$ cat src/rtl/pgc_pkg.sv
package pgc_pkg;
  localparam int ADDR_W = 13;
  localparam int DATA_W = 8;
  localparam int OFS_W  = 5;
  localparam int PAGE_W = ADDR_W - OFS_W;
  localparam int NBYTES = 1 << OFS_W;

  typedef struct packed {
    logic              cs_n;
    logic              we_n;
    logic              oe_n;
    logic [ADDR_W-1:0] addr;
    logic [DATA_W-1:0] data;
  } bus_smp_t;

  localparam int SMP_W = $bits(bus_smp_t);
endpackage

$ cat src/rtl/pgc_sampler.sv
module pgc_sampler #(
  parameter int W      = 8,
  parameter int STAGES = 2,
  parameter logic [W-1:0] RST_VAL = '0
) (
  input  logic         clk,
  input  logic         rst,
  input  logic [W-1:0] d,
  output logic [W-1:0] q
);
  logic [W-1:0] pipe [STAGES];

  for (genvar i = 0; i < STAGES; i++) begin : g_stage
    if (i == 0) begin : g_first
      always_ff @(posedge clk) begin
        if (rst) pipe[i] <= RST_VAL;
        else     pipe[i] <= d;
      end
    end else begin : g_next
      always_ff @(posedge clk) begin
        if (rst) pipe[i] <= RST_VAL;
        else     pipe[i] <= pipe[i-1];
      end
    end
  end

  assign q = pipe[STAGES-1];
endmodule

$ cat src/rtl/pgc_write_qual.sv
module pgc_write_qual
  import pgc_pkg::*;
#(
  parameter int MIN_PULSE = 2
) (
  input  logic              clk,
  input  logic              rst,
  input  bus_smp_t          smp,
  output logic              open_stb,
  output logic              wr_stb,
  output logic [ADDR_W-1:0] wr_addr,
  output logic [DATA_W-1:0] wr_data
);
  localparam int LEN_W = $clog2(MIN_PULSE + 1);
  localparam logic [LEN_W-1:0] LEN_MAX = LEN_W'(MIN_PULSE);

  logic             act, act_q;
  logic [LEN_W-1:0] len;
  logic             closed_ok;

  assign act = !smp.cs_n && !smp.we_n && smp.oe_n;
  // window closed by an enable rising, with output-enable still high
  assign closed_ok = act_q && !act && (smp.cs_n || smp.we_n) && smp.oe_n;

  always_ff @(posedge clk) begin
    if (rst) begin
      act_q    <= 1'b0;
      len      <= '0;
      wr_addr  <= '0;
      wr_data  <= '0;
      open_stb <= 1'b0;
      wr_stb   <= 1'b0;
    end else begin
      act_q    <= act;
      open_stb <= act && !act_q;
      wr_stb   <= closed_ok && (len >= LEN_MAX);
      if (act && !act_q) begin
        wr_addr <= smp.addr;
        len     <= LEN_W'(1);
      end else if (act && len != LEN_MAX) begin
        len <= len + 1'b1;
      end
      if (act) wr_data <= smp.data;
    end
  end

  AST_STB_SINGLE: assert property (@(posedge clk) disable iff (rst)
    wr_stb |=> !wr_stb) else $error("write strobe longer than one cycle");
  AST_OPEN_NOT_CLOSE: assert property (@(posedge clk) disable iff (rst)
    open_stb |-> !wr_stb) else $error("window opened and closed together");
endmodule

$ cat src/rtl/pgc_load_timer.sv
module pgc_load_timer #(
  parameter int LOAD_WIN = 5000
) (
  input  logic clk,
  input  logic rst,
  input  logic arm,
  input  logic stop,
  output logic expire
);
  localparam int CNT_W = (LOAD_WIN > 1) ? $clog2(LOAD_WIN) : 1;
  localparam logic [CNT_W-1:0] LAST = CNT_W'(LOAD_WIN - 1);

  logic             armed;
  logic [CNT_W-1:0] cnt;

  assign expire = armed && (cnt == LAST) && !arm && !stop;

  always_ff @(posedge clk) begin
    if (rst) begin
      armed <= 1'b0;
      cnt   <= '0;
    end else if (arm) begin
      armed <= 1'b1;
      cnt   <= '0;
    end else if (stop) begin
      armed <= 1'b0;
    end else if (armed) begin
      if (cnt == LAST) armed <= 1'b0;
      else             cnt   <= cnt + 1'b1;
    end
  end

  AST_EXPIRE_DISARMS: assert property (@(posedge clk) disable iff (rst)
    expire |=> !armed) else $error("timer still armed after expiry");
  AST_STOP_CANCELS: assert property (@(posedge clk) disable iff (rst)
    (stop && !arm) |=> !expire) else $error("expiry after stop");
endmodule

$ cat src/rtl/pgc_page_buf.sv
module pgc_page_buf
  import pgc_pkg::*;
(
  input  logic              clk,
  input  logic              rst,
  input  logic              wr_en,
  input  logic [ADDR_W-1:0] wr_addr,
  input  logic [DATA_W-1:0] wr_data,
  input  logic              clr,
  input  logic [OFS_W-1:0]  rd_ofs,
  output logic [PAGE_W-1:0] page,
  output logic [NBYTES-1:0] mask,
  output logic [DATA_W-1:0] rd_data
);
  logic [DATA_W-1:0] mem [NBYTES];
  logic [OFS_W-1:0]  wofs;

  assign wofs = wr_addr[OFS_W-1:0];

  // storage without reset so it maps onto block RAM
  always_ff @(posedge clk) begin
    if (wr_en) mem[wofs] <= wr_data;
    rd_data <= mem[rd_ofs];
  end

  always_ff @(posedge clk) begin
    if (rst) begin
      page <= '0;
      mask <= '0;
    end else if (clr) begin
      mask <= '0;
    end else if (wr_en) begin
      page       <= wr_addr[ADDR_W-1:OFS_W];
      mask[wofs] <= 1'b1;
    end
  end

  AST_MASK_GROWS: assert property (@(posedge clk) disable iff (rst)
    (wr_en && !clr) |=> mask[$past(wofs)]) else $error("offset not marked");
endmodule

$ cat src/rtl/page_write_collector.sv
module page_write_collector
  import pgc_pkg::*;
#(
  parameter int LOAD_WIN  = 5000,
  parameter int MIN_PULSE = 2,
  parameter int SYNC_N    = 2
) (
  input  logic              clk,
  input  logic              rst,
  input  logic              bus_cs_n,
  input  logic              bus_we_n,
  input  logic              bus_oe_n,
  input  logic [ADDR_W-1:0] bus_addr,
  input  logic [DATA_W-1:0] bus_din,
  input  logic              commit_done,
  input  logic [OFS_W-1:0]  rd_ofs,
  output logic              commit_req,
  output logic [PAGE_W-1:0] commit_page,
  output logic [NBYTES-1:0] commit_mask,
  output logic [DATA_W-1:0] rd_data
);
  localparam bus_smp_t SMP_IDLE = '{cs_n: 1'b1, we_n: 1'b1, oe_n: 1'b1,
                                    addr: '0, data: '0};

  bus_smp_t          raw, smp;
  logic              open_stb, wr_stb, expire, busy, take;
  logic [ADDR_W-1:0] wr_addr;
  logic [DATA_W-1:0] wr_data;

  assign raw = '{cs_n: bus_cs_n, we_n: bus_we_n, oe_n: bus_oe_n,
                 addr: bus_addr, data: bus_din};

  pgc_sampler #(.W(SMP_W), .STAGES(SYNC_N), .RST_VAL(SMP_IDLE)) u_smp (
    .clk(clk), .rst(rst), .d(raw), .q(smp)
  );

  pgc_write_qual #(.MIN_PULSE(MIN_PULSE)) u_qual (
    .clk(clk), .rst(rst), .smp(smp), .open_stb(open_stb),
    .wr_stb(wr_stb), .wr_addr(wr_addr), .wr_data(wr_data)
  );

  assign take = wr_stb && !busy;

  pgc_load_timer #(.LOAD_WIN(LOAD_WIN)) u_tmr (
    .clk(clk), .rst(rst), .arm(take), .stop(open_stb), .expire(expire)
  );

  pgc_page_buf u_buf (
    .clk(clk), .rst(rst), .wr_en(take), .wr_addr(wr_addr), .wr_data(wr_data),
    .clr(busy && commit_done), .rd_ofs(rd_ofs), .page(commit_page),
    .mask(commit_mask), .rd_data(rd_data)
  );

  always_ff @(posedge clk) begin
    if (rst)                      busy <= 1'b0;
    else if (busy && commit_done) busy <= 1'b0;
    else if (expire)              busy <= 1'b1;
  end

  assign commit_req = busy;

  AST_REQ_HOLDS: assert property (@(posedge clk) disable iff (rst)
    (busy && !commit_done) |=> busy) else $error("request dropped early");
  AST_REQ_HAS_BYTES: assert property (@(posedge clk) disable iff (rst)
    $rose(busy) |-> (commit_mask != '0)) else $error("empty commit");
  AST_FROZEN_IN_COMMIT: assert property (@(posedge clk) disable iff (rst)
    (busy && !commit_done) |=> ($stable(commit_mask) && $stable(commit_page)))
    else $error("load changed during commit");
  AST_DONE_CLEARS: assert property (@(posedge clk) disable iff (rst)
    (busy && commit_done) |=> (!busy && commit_mask == '0))
    else $error("commit not released");
endmodule

$ cat config.mk
export PLATFORM = sky130hd
export DESIGN_NAME = page_write_collector
export DESIGN_NICKNAME = d
export VERILOG_FILES = /design/src/rtl/pgc_pkg.sv /design/src/rtl/pgc_sampler.sv /design/src/rtl/pgc_write_qual.sv /design/src/rtl/pgc_load_timer.sv /design/src/rtl/pgc_page_buf.sv /design/src/rtl/page_write_collector.sv
export SDC_FILE = /design/constraint.sdc
export NUM_CORES = 1
export LEC_CHECK = 0
export BUFFER_PORTS_ARGS = -buffer_cell sky130_fd_sc_hd__clkbuf_2
export CAP_MARGIN = 40
export CORE_ASPECT_RATIO = 1.2
export CORE_MARGIN = 1.5
export CORE_UTILIZATION = 30
export CTS_BUF_LIST = sky130_fd_sc_hd__clkbuf_2
export CTS_CLUSTER_DIAMETER = 150
export CTS_CLUSTER_SIZE = 10
export DETAILED_ROUTE_END_ITERATION = 12
export PLACE_DENSITY = 0.46
export SYNTH_ARGS = -nofsm -noshare
export SYNTH_HDL_FRONTEND = slang
export SYNTH_SLANG_ARGS = --single-unit
$ cat constraint.sdc
create_clock -name clk -period 3.4 [get_ports clk]
set_input_delay 0.68 -clock clk [delete_from_list [all_inputs] [get_ports clk]]
set_output_delay 0.68 -clock clk [all_outputs]
set_load 0.01 [all_outputs]
==> results of run 1 <==
## cell usage after synthesis
cell type / count / area, um^2
dfxtp_1: 137 / 2740
and2_1: 1 / 6.26
and4b_1: 2 / 20.0
and4_1: 1 / 8.76
clkbuf_1: 25 / 93.8
o22ai_1: 1 / 6.26
or3_1: 6 / 37.5
nor2_1: 48 / 180
mux2i_1: 1 / 10.0
xor2_1: 8 / 70.1
a22o_1: 13 / 114
ha_1: 2 / 25.0
or2_2: 6 / 37.5
o311ai_4: 1 / 26.3
mux2_2: 8 / 90.1
buf_6: 1 / 11.3
buf_2: 1 / 5.00
nand4_1: 4 / 25.0
nand2b_1: 2 / 12.5
a2111oi_0: 1 / 8.76
o21ai_0: 4 / 20.0
mux4_2: 80 / 1800
nor2b_1: 43 / 269
and3_1: 2 / 12.5
nand2_1: 40 / 150
a21oi_1: 23 / 115
buf_1: 8 / 30.0
or4b_2: 2 / 20.0
inv_1: 3 / 11.3
nand3_1: 5 / 25.0
nor3_1: 3 / 15.0
edfxtp_1: 256 / 7690
nor3b_1: 1 / 7.51
buf_4: 6 / 45.0
or3b_2: 2 / 17.5
nand3b_1: 5 / 37.5
o21a_1: 33 / 248
a311oi_1: 1 / 8.76
## stage by stage
stage          hold slack [ns]  std cells
6_report                 0.276       1597
5_1_grt                  0.159       1597
4_1_cts                  0.151       1596
3_5_place_dp             0.394       1495
3_3_place_gp             0.397       1489
2_1_floorplan            0.389        786
## layout make-up
| cell class | instances | area (um^2) | area share |
|---|---|---|---|
| diodes | 1 | 2.50 | 0.000155 |
| repair buffers | 158 | 1130 | 0.0701 |
| flip-flops and latches | 393 | 10400 | 0.645 |
| clock inverters | 2 | 12.5 | 0.000774 |
| clock buffers | 75 | 375 | 0.0232 |
| well taps | 616 | 771 | 0.0477 |
| multi-input cells | 349 | 3440 | 0.213 |
| inverters | 3 | 11.3 | 0.000696 |
## routing by layer
metal  vias to the layer above  global-route usage
met1                      3690               0.182
met4                         0              0.0401
met3                        39              0.0267
met2                       159               0.232
li1                       3352                   -
met5                         -                   0
## flip-flops by register name, summed over array words and instances, names as in the netlist
name,flops
u_buf.mem,256
u_smp.pipe,48
u_buf.mask,32
u_qual.wr_addr,13
u_tmr.cnt,13
u_buf.page,8
u_buf.rd_data,8
u_qual.wr_data,8
u_qual.len,2
commit_req,1
u_qual.act_q,1
u_qual.open_stb,1
u_qual.wr_stb,1
u_tmr.armed,1
## kinds of logic after synthesis
family	count (synthesis)	share of synthesized area
xor gates and xnor gates	8	0.00499
DFF	393	0.742
and+or+nand+nor	173	0.0628
adders and majority gates	2	0.00178
buffers and inverters	44	0.0140
AOI/OAI and AO/OA	77	0.0389
muxes	89	0.135
## power by group
group	total, W	internal (W)	switching [W]
Sequential	0.00508	0.00506	0.0000188
Clock	0.00210	0.000565	0.00154
Combinational	0.000310	0.000171	0.000139
Total	0.00750	0.00580	0.00169
## worst max-delay path by stage
stage                     from                to  slack, ns  cells past startpoint
finish              commit_req        commit_req       1.16                      1
CTS                 commit_req        commit_req        1.0                      1
floorplan            rd_ofs[2]  u_buf.rd_data[0]       0.92                      5
global route        commit_req        commit_req       1.01                      1
detailed placement   rd_ofs[1]  u_buf.rd_data[3]       0.59                      5
global placement     rd_ofs[1]  u_buf.rd_data[6]       0.60                      5
==> summary.md, run 1 <==
| Metric | Value |
|---|---|
| Status | `finished clean` |
| Half-perimeter wire length of the detailed placement result | `20200 um` |
| Die Height | `~240 um` |
| Die width | `roughly 200 um` |
| Rel. slew slack | `0.515` |
| Die Footprint | `roughly 48000 um^2` |
| Amount of wire on met3 after detailed routing | `between 1000 and 1500 um` |
| RSZ-0062 raised after global routing | `false` |
| Placement Cell Area | `around 16000 um^2` |
| Number of instances on the worst hold path | `2` |
| Net Count, Synth | `between 800 and 900` |
| Critical path's largest stage delay | `~0.48 ns` |
| Fin util | `0.351` |
| Critical setup path kind | `flip-flop to primary output` |
| Post-Place Worst Slack | `approximately 0.6 ns` |
| Worst setup SP type | `flip-flop` |
| Seq cells post-synth | `around 390` |
| Root buf cell | `clkbuf_2` |
| Post-route ant nets | `0` |
| Count of input and output buffers | `80` |
| Maximum clock skew at final layout | `between 0.06 and 0.07 ns` |
| Cell area after synthesis | `14100 um^2` |
| Core box area | `roughly 46000 um^2` |
| Reg2Reg Depth | `4` |
| Routed vias | `a little over 7k` |
| Cell-by-cell trace of the critical path | `clkbuf_2` |
| Clock-pin slew reported for the worst setup and hold paths after clock tree synthesis | `between 0.15 and 0.2 ns` |
| Average wire length per cell after detail routing | `approximately 20 um` |
| Slack of the worst reg-to-reg path | `~1.2 ns` |
| Iteration-0 DRC Markers | `between 300 and 400` |
| Routed wl met2 | `about 16000 um` |
| Slew at the pin closest to its max-slew limit | `0.727 ns` |
| Total length of routed wires | `32800 um` |
| Clock Latency Late Sink | `0.90 ns` |
| CTS-repair resized insts | `0` |
| Path category of the worst min-delay check | `input pin to flip-flop` |
| Vias per std cell | `~4.5` |
| Standard-cell row count | `86` |
| Endpoint type of the worst setup path | `primary output` |
| Gp weighted congestion | `0.708` |
| Global route overflow | `0` |
| Pin count of the biggest net entering global routing | `53` |
| Max-capacitance violation count | `0` |
| Total power divided by cell area | `~460 nW/um^2` |
| Number of antenna violations at the first check in global routing | `1` |
| R2R Path End | `u_buf.mem[20][4]` |
| Final design area excluding fillers | `~16000 um^2` |
| Yosys warns | `0` |
| Max clock buf depth | `3` |
| Inserted Clock Buffers | `45` |
| Number of optimization iterations in the first detailed-route pass | `4` |
| TritonCTS clock tree | `done` |
| Number of inserted filler cells in the final layout | `4526` |
| Number of clock sinks | `393` |
| Top routing layer in use | `met4` |
| Number of buffers added to fix hold violations after cts | `24` |
| Via count of the first global-routing pass | `around 7.4k` |
| Detailed-routing wirelength on met1 | `14900 um` |
| Combined global-route utilization of all metal layers | `0.138` |
| Crit path max-delay cell type | `dfxtp_1` |
| Worst setup margin | `roughly 1.2 ns` |
| Number of instances in the synthesized netlist | `roughly 800` |
| Maximum fanout count along the critical path | `5` |
| Count of final hold-check violations | `0` |
| Worst flop-to-flop path startpoint | `commit_req` |
| WP buf/inv | `1` |
| Effective utilization at floorplan | `0.305` |
| Commonest non-fill, non-tap cells in the layout | `edfxtp_1, clkbuf_2, dfxtp_1, mux4_2, nor2_1` |
| Family with the most delay on the worst path | `flip-flops` |
| Worst Hold End | `u_buf.rd_data[7]` |
| Layout cells sized above 1 | `0.317` |
| Final cycle utilization of the critical path | `0.660` |
| Post-CTS Setup Inserts | `0` |
| Max frequency | `~0.45 GHz` |
| Sequential cell area fraction in the yosys report | `0.742` |
| Final TNS setup | `0 ns` |
| Average cell area after synthesis | `roughly 18 um^2` |
| Number of endpoints failing setup at the final stage | `0` |
| Layout net count | `984` |
| Final critical path time including I/O delays and setup | `2.24 ns` |
| WP data arrival | `between 1.5 and 2 ns` |
| Req. time, crit path | `~2.7 ns` |
| Area Growth Syn to Fin | `15.1%` |
| Most common cell after layout, fill and taps aside | `edfxtp_1` |
| First-pass GRT wire length | `48700 um` |
| Total design power | `between 0.007 and 0.008 W` |
| I/O pin total | `81` |
| Number of remaining DRC errors | `0` |
| Startpoint of the most critical hold path | `rd_ofs[3]` |
| Unique masters post-synth | `38` |
| Maximum level of the CTS H-tree | `2` |
| Maximum VDD drop | `260 uV` |
| Pins Over Slew Limit | `0` |
| Pleak | `between 5 and 6 nW` |
(Power assumes the default switching activity.)
==> inputs of run 2 (changes only) <==
- clock period: 3.4 -> 2.2 ns (I/O delays scaled with it)
==> summary.md, run 2 (synthesized netlist as in run 1, its figures left out) <==
| Metric | Value |
|---|---|
| Power share of the sequential group | `0.670 (-0.008)` |
| Number of remaining DRC errors | `0 (unchanged)` |
| Root buf cell | `clkbuf_2` |
| Crit path max-delay cell type | `dfxtp_1` |
| Rel. slew slack | `0.660 (+0.144)` |
| Worst setup SP type | `flip-flop` |
| Cell-by-cell trace of the critical path | `clkbuf_2` |
| Most common cell after layout, fill and taps aside | `edfxtp_1` |
| Post-CTS Setup Inserts | `0 (unchanged)` |
| Die width | `201 um (unchanged)` |
| Clock Latency Late Sink | `0.94 ns (+0.04 ns)` |
| Standard-cell row count | `86 (unchanged)` |
| Max clock buf depth | `3 (unchanged)` |
| Total design power | `0.0117 W (+56%)` |
| Count of final hold-check violations | `0 (unchanged)` |
| Post-Place Worst Slack | `-0.198 ns (-0.791 ns)` |
| Max frequency | `between 0.4 and 0.5 GHz` |
| Number of buffers added to fix hold violations after cts | `50 (+110%)` |
| Die Height | `240 um (unchanged)` |
| Placement Cell Area | `15800 um^2 (+1.5%)` |
| Largest registers ranked by flip-flop count | `u_buf.mem: 256 flops, u_smp.pipe: 48 flops, u_buf.mask: 32 flops` |
| Number of antenna violations at the first check in global routing | `1 (unchanged)` |
| Gp weighted congestion | `0.723 (+2.1%)` |
| CTS-repair resized insts | `0 (unchanged)` |
| Pins Over Slew Limit | `0 (unchanged)` |
| Endpoint type of the worst setup path | `primary output` |
| Req. time, crit path | `1.76 ns (-0.96 ns)` |
| Combined global-route utilization of all metal layers | `0.142 (+0.00356)` |
| Average wire length per cell after detail routing | `20.4 um (-0.85%)` |
| Slew at the pin closest to its max-slew limit | `0.510 ns (-0.217 ns)` |
| Number of clock sinks | `393 (unchanged)` |
| Total length of routed wires | `33400 um (+1.8%)` |
| Die Footprint | `48200 um^2 (unchanged)` |
| Final design area excluding fillers | `16700 um^2 (+3.1%)` |
| First-pass GRT wire length | `50000 um (+2.7%)` |
| Critical setup path kind | `flip-flop to primary output` |
| Critical path's largest stage delay | `0.48 ns (about the same)` |
| Number of optimization iterations in the first detailed-route pass | `4 (unchanged)` |
| Number of endpoints failing setup at the final stage | `0 (unchanged)` |
| Status | `finished clean` |
| Largest register FFs | `256 (unchanged)` |
| Layout net count | `1024 (+4.1%)` |
| Effective utilization at floorplan | `0.305 (unchanged)` |
| Power share of the combinational group | `0.049 (+0.008)` |
| Total power divided by cell area | `703 nW/um^2 (+52%)` |
| Biggest register | `u_buf.mem` |
| TritonCTS clock tree | `done` |
| Pin count of the biggest net entering global routing | `73 (+38%)` |
| Final critical path time including I/O delays and setup | `between 2 and 2.5 ns` |
| Routed vias | `7463 (+3.1%)` |
| Reported net switching power | `0.00267 W (+57%)` |
| WP data arrival | `1.59 ns (+0.03 ns)` |
| Core box area | `46100 um^2 (unchanged)` |
| Portion of total power attributed to the clock network | `0.281 (about the same)` |
| Inserted Clock Buffers | `45 (unchanged)` |
| Commonest non-fill, non-tap cells in the layout | `edfxtp_1, clkbuf_2, dfxtp_1, mux4_2, buf_4` |
| Post-route ant nets | `0 (unchanged)` |
| Final cycle utilization of the critical path | `0.923` |
| Vias per std cell | `4.55 (+0.44%)` |
| Layout cells sized above 1 | `0.319 (+0.00195)` |
| Pleak | `5.82 nW (+4.6%)` |
| Maximum clock skew at final layout | `0.118 ns (+0.0490 ns)` |
| WP buf/inv | `1 (unchanged)` |
| I/O pin total | `81 (unchanged)` |
| Switching part of the total | `0.228 (+0.00158)` |
| Internal power contribution | `0.00905 W (+56%)` |
| Area Growth Syn to Fin | `18.7%` |
| Family with the most delay on the worst path | `flip-flops` |
| Path category of the worst min-delay check | `input pin to flip-flop` |
| Global route overflow | `0 (unchanged)` |
| Final TNS setup | `0 ns (unchanged)` |
| Maximum level of the CTS H-tree | `2 (unchanged)` |
| Worst setup margin | `0.169 ns (-0.986 ns)` |
| Via count of the first global-routing pass | `7829 (+5.5%)` |
| Number of non-filler instances in the completed layout | `1639 (+2.6%)` |
| Half-perimeter wire length of the detailed placement result | `20500 um (+1.6%)` |
| Max-capacitance violation count | `0 (unchanged)` |
| Clock-pin slew reported for the worst setup and hold paths after clock tree synthesis | `0.19 ns (about the same)` |
| Iteration-0 DRC Markers | `438 (+45%)` |
| RSZ-0062 raised after global routing | `false` |
| Number of placed cells counting well taps | `1509 (+0.94%)` |
| Maximum fanout count along the critical path | `1 (-4)` |
| Count of input and output buffers | `80 (unchanged)` |
| Maximum VDD drop | `350 uV (+35%)` |
[run 2: cell type report]
| cell class | count | area [um^2] |
|---|---|---|
| diodes | 2 | 5.00 |
| clock buffers | 76 | 380 |
| clock inverters | 2 | 12.5 |
| fillers | 4498 | 29400 |
| inverters | 3 | 11.3 |
| multi-input cells | 349 | 3440 |
| flip-flops and latches | 393 | 10400 |
| well taps | 616 | 771 |
| repair buffers | 198 | 1630 |
[run 2: final timing paths]
| check | slack [ns] | endpoint | cells after the start | from |
|---|---|---|---|---|
| setup / recovery | 0.17 | rd_data[7] | 1 | u_buf.rd_data[7] |
| hold / removal | 0.24 | u_smp.pipe[0][21] | 3 | bus_oe_n |
| setup reg to reg | 0.26 | u_tmr.cnt[1] | 4 | u_tmr.cnt[4] |
| hold reg to reg | 0.41 | u_smp.pipe[1][12] | 1 | u_smp.pipe[0][12] |
[run 2: power groups by stage]
stage	clock [W]	sequential (W)	combinational, W
final	0.00329	0.00785	0.000579
after global routing	0.00374	0.00787	0.000628
after CTS	0.00351	0.00786	0.000599
after detailed placement	0	0.00802	0.000531
after global placement	0	0.00802	0.000523
after floorplan	0	0.00801	0.000309
[run 2: metrics by stage]
stage / hold WS [ns] / utilization
after floorplan: 0.389 / -
after global placement: 0.398 / 0.342
after detailed placement: 0.395 / 0.343
after CTS: 0.0901 / 0.362
after global routing: 0.160 / 0.362
final: 0.236 / 0.362
[run 2: per-layer routing]
layer  routed length (um)  GRT usage  up-vias
met1                14700      0.184     3818
met5                    0          0        -
met4                  803     0.0435        0
met3                 1590     0.0268       59
met2                16300      0.241      161
li1                     -          -     3425
[run 2: worst register-to-register path: cells and delay by family, from the launching register on]
family | cells | cell delay, ns
mux | 1 | 0.23
compound gates | 1 | 0.46
flops | 1 | 0.40
simple gates | 2 | 0.76
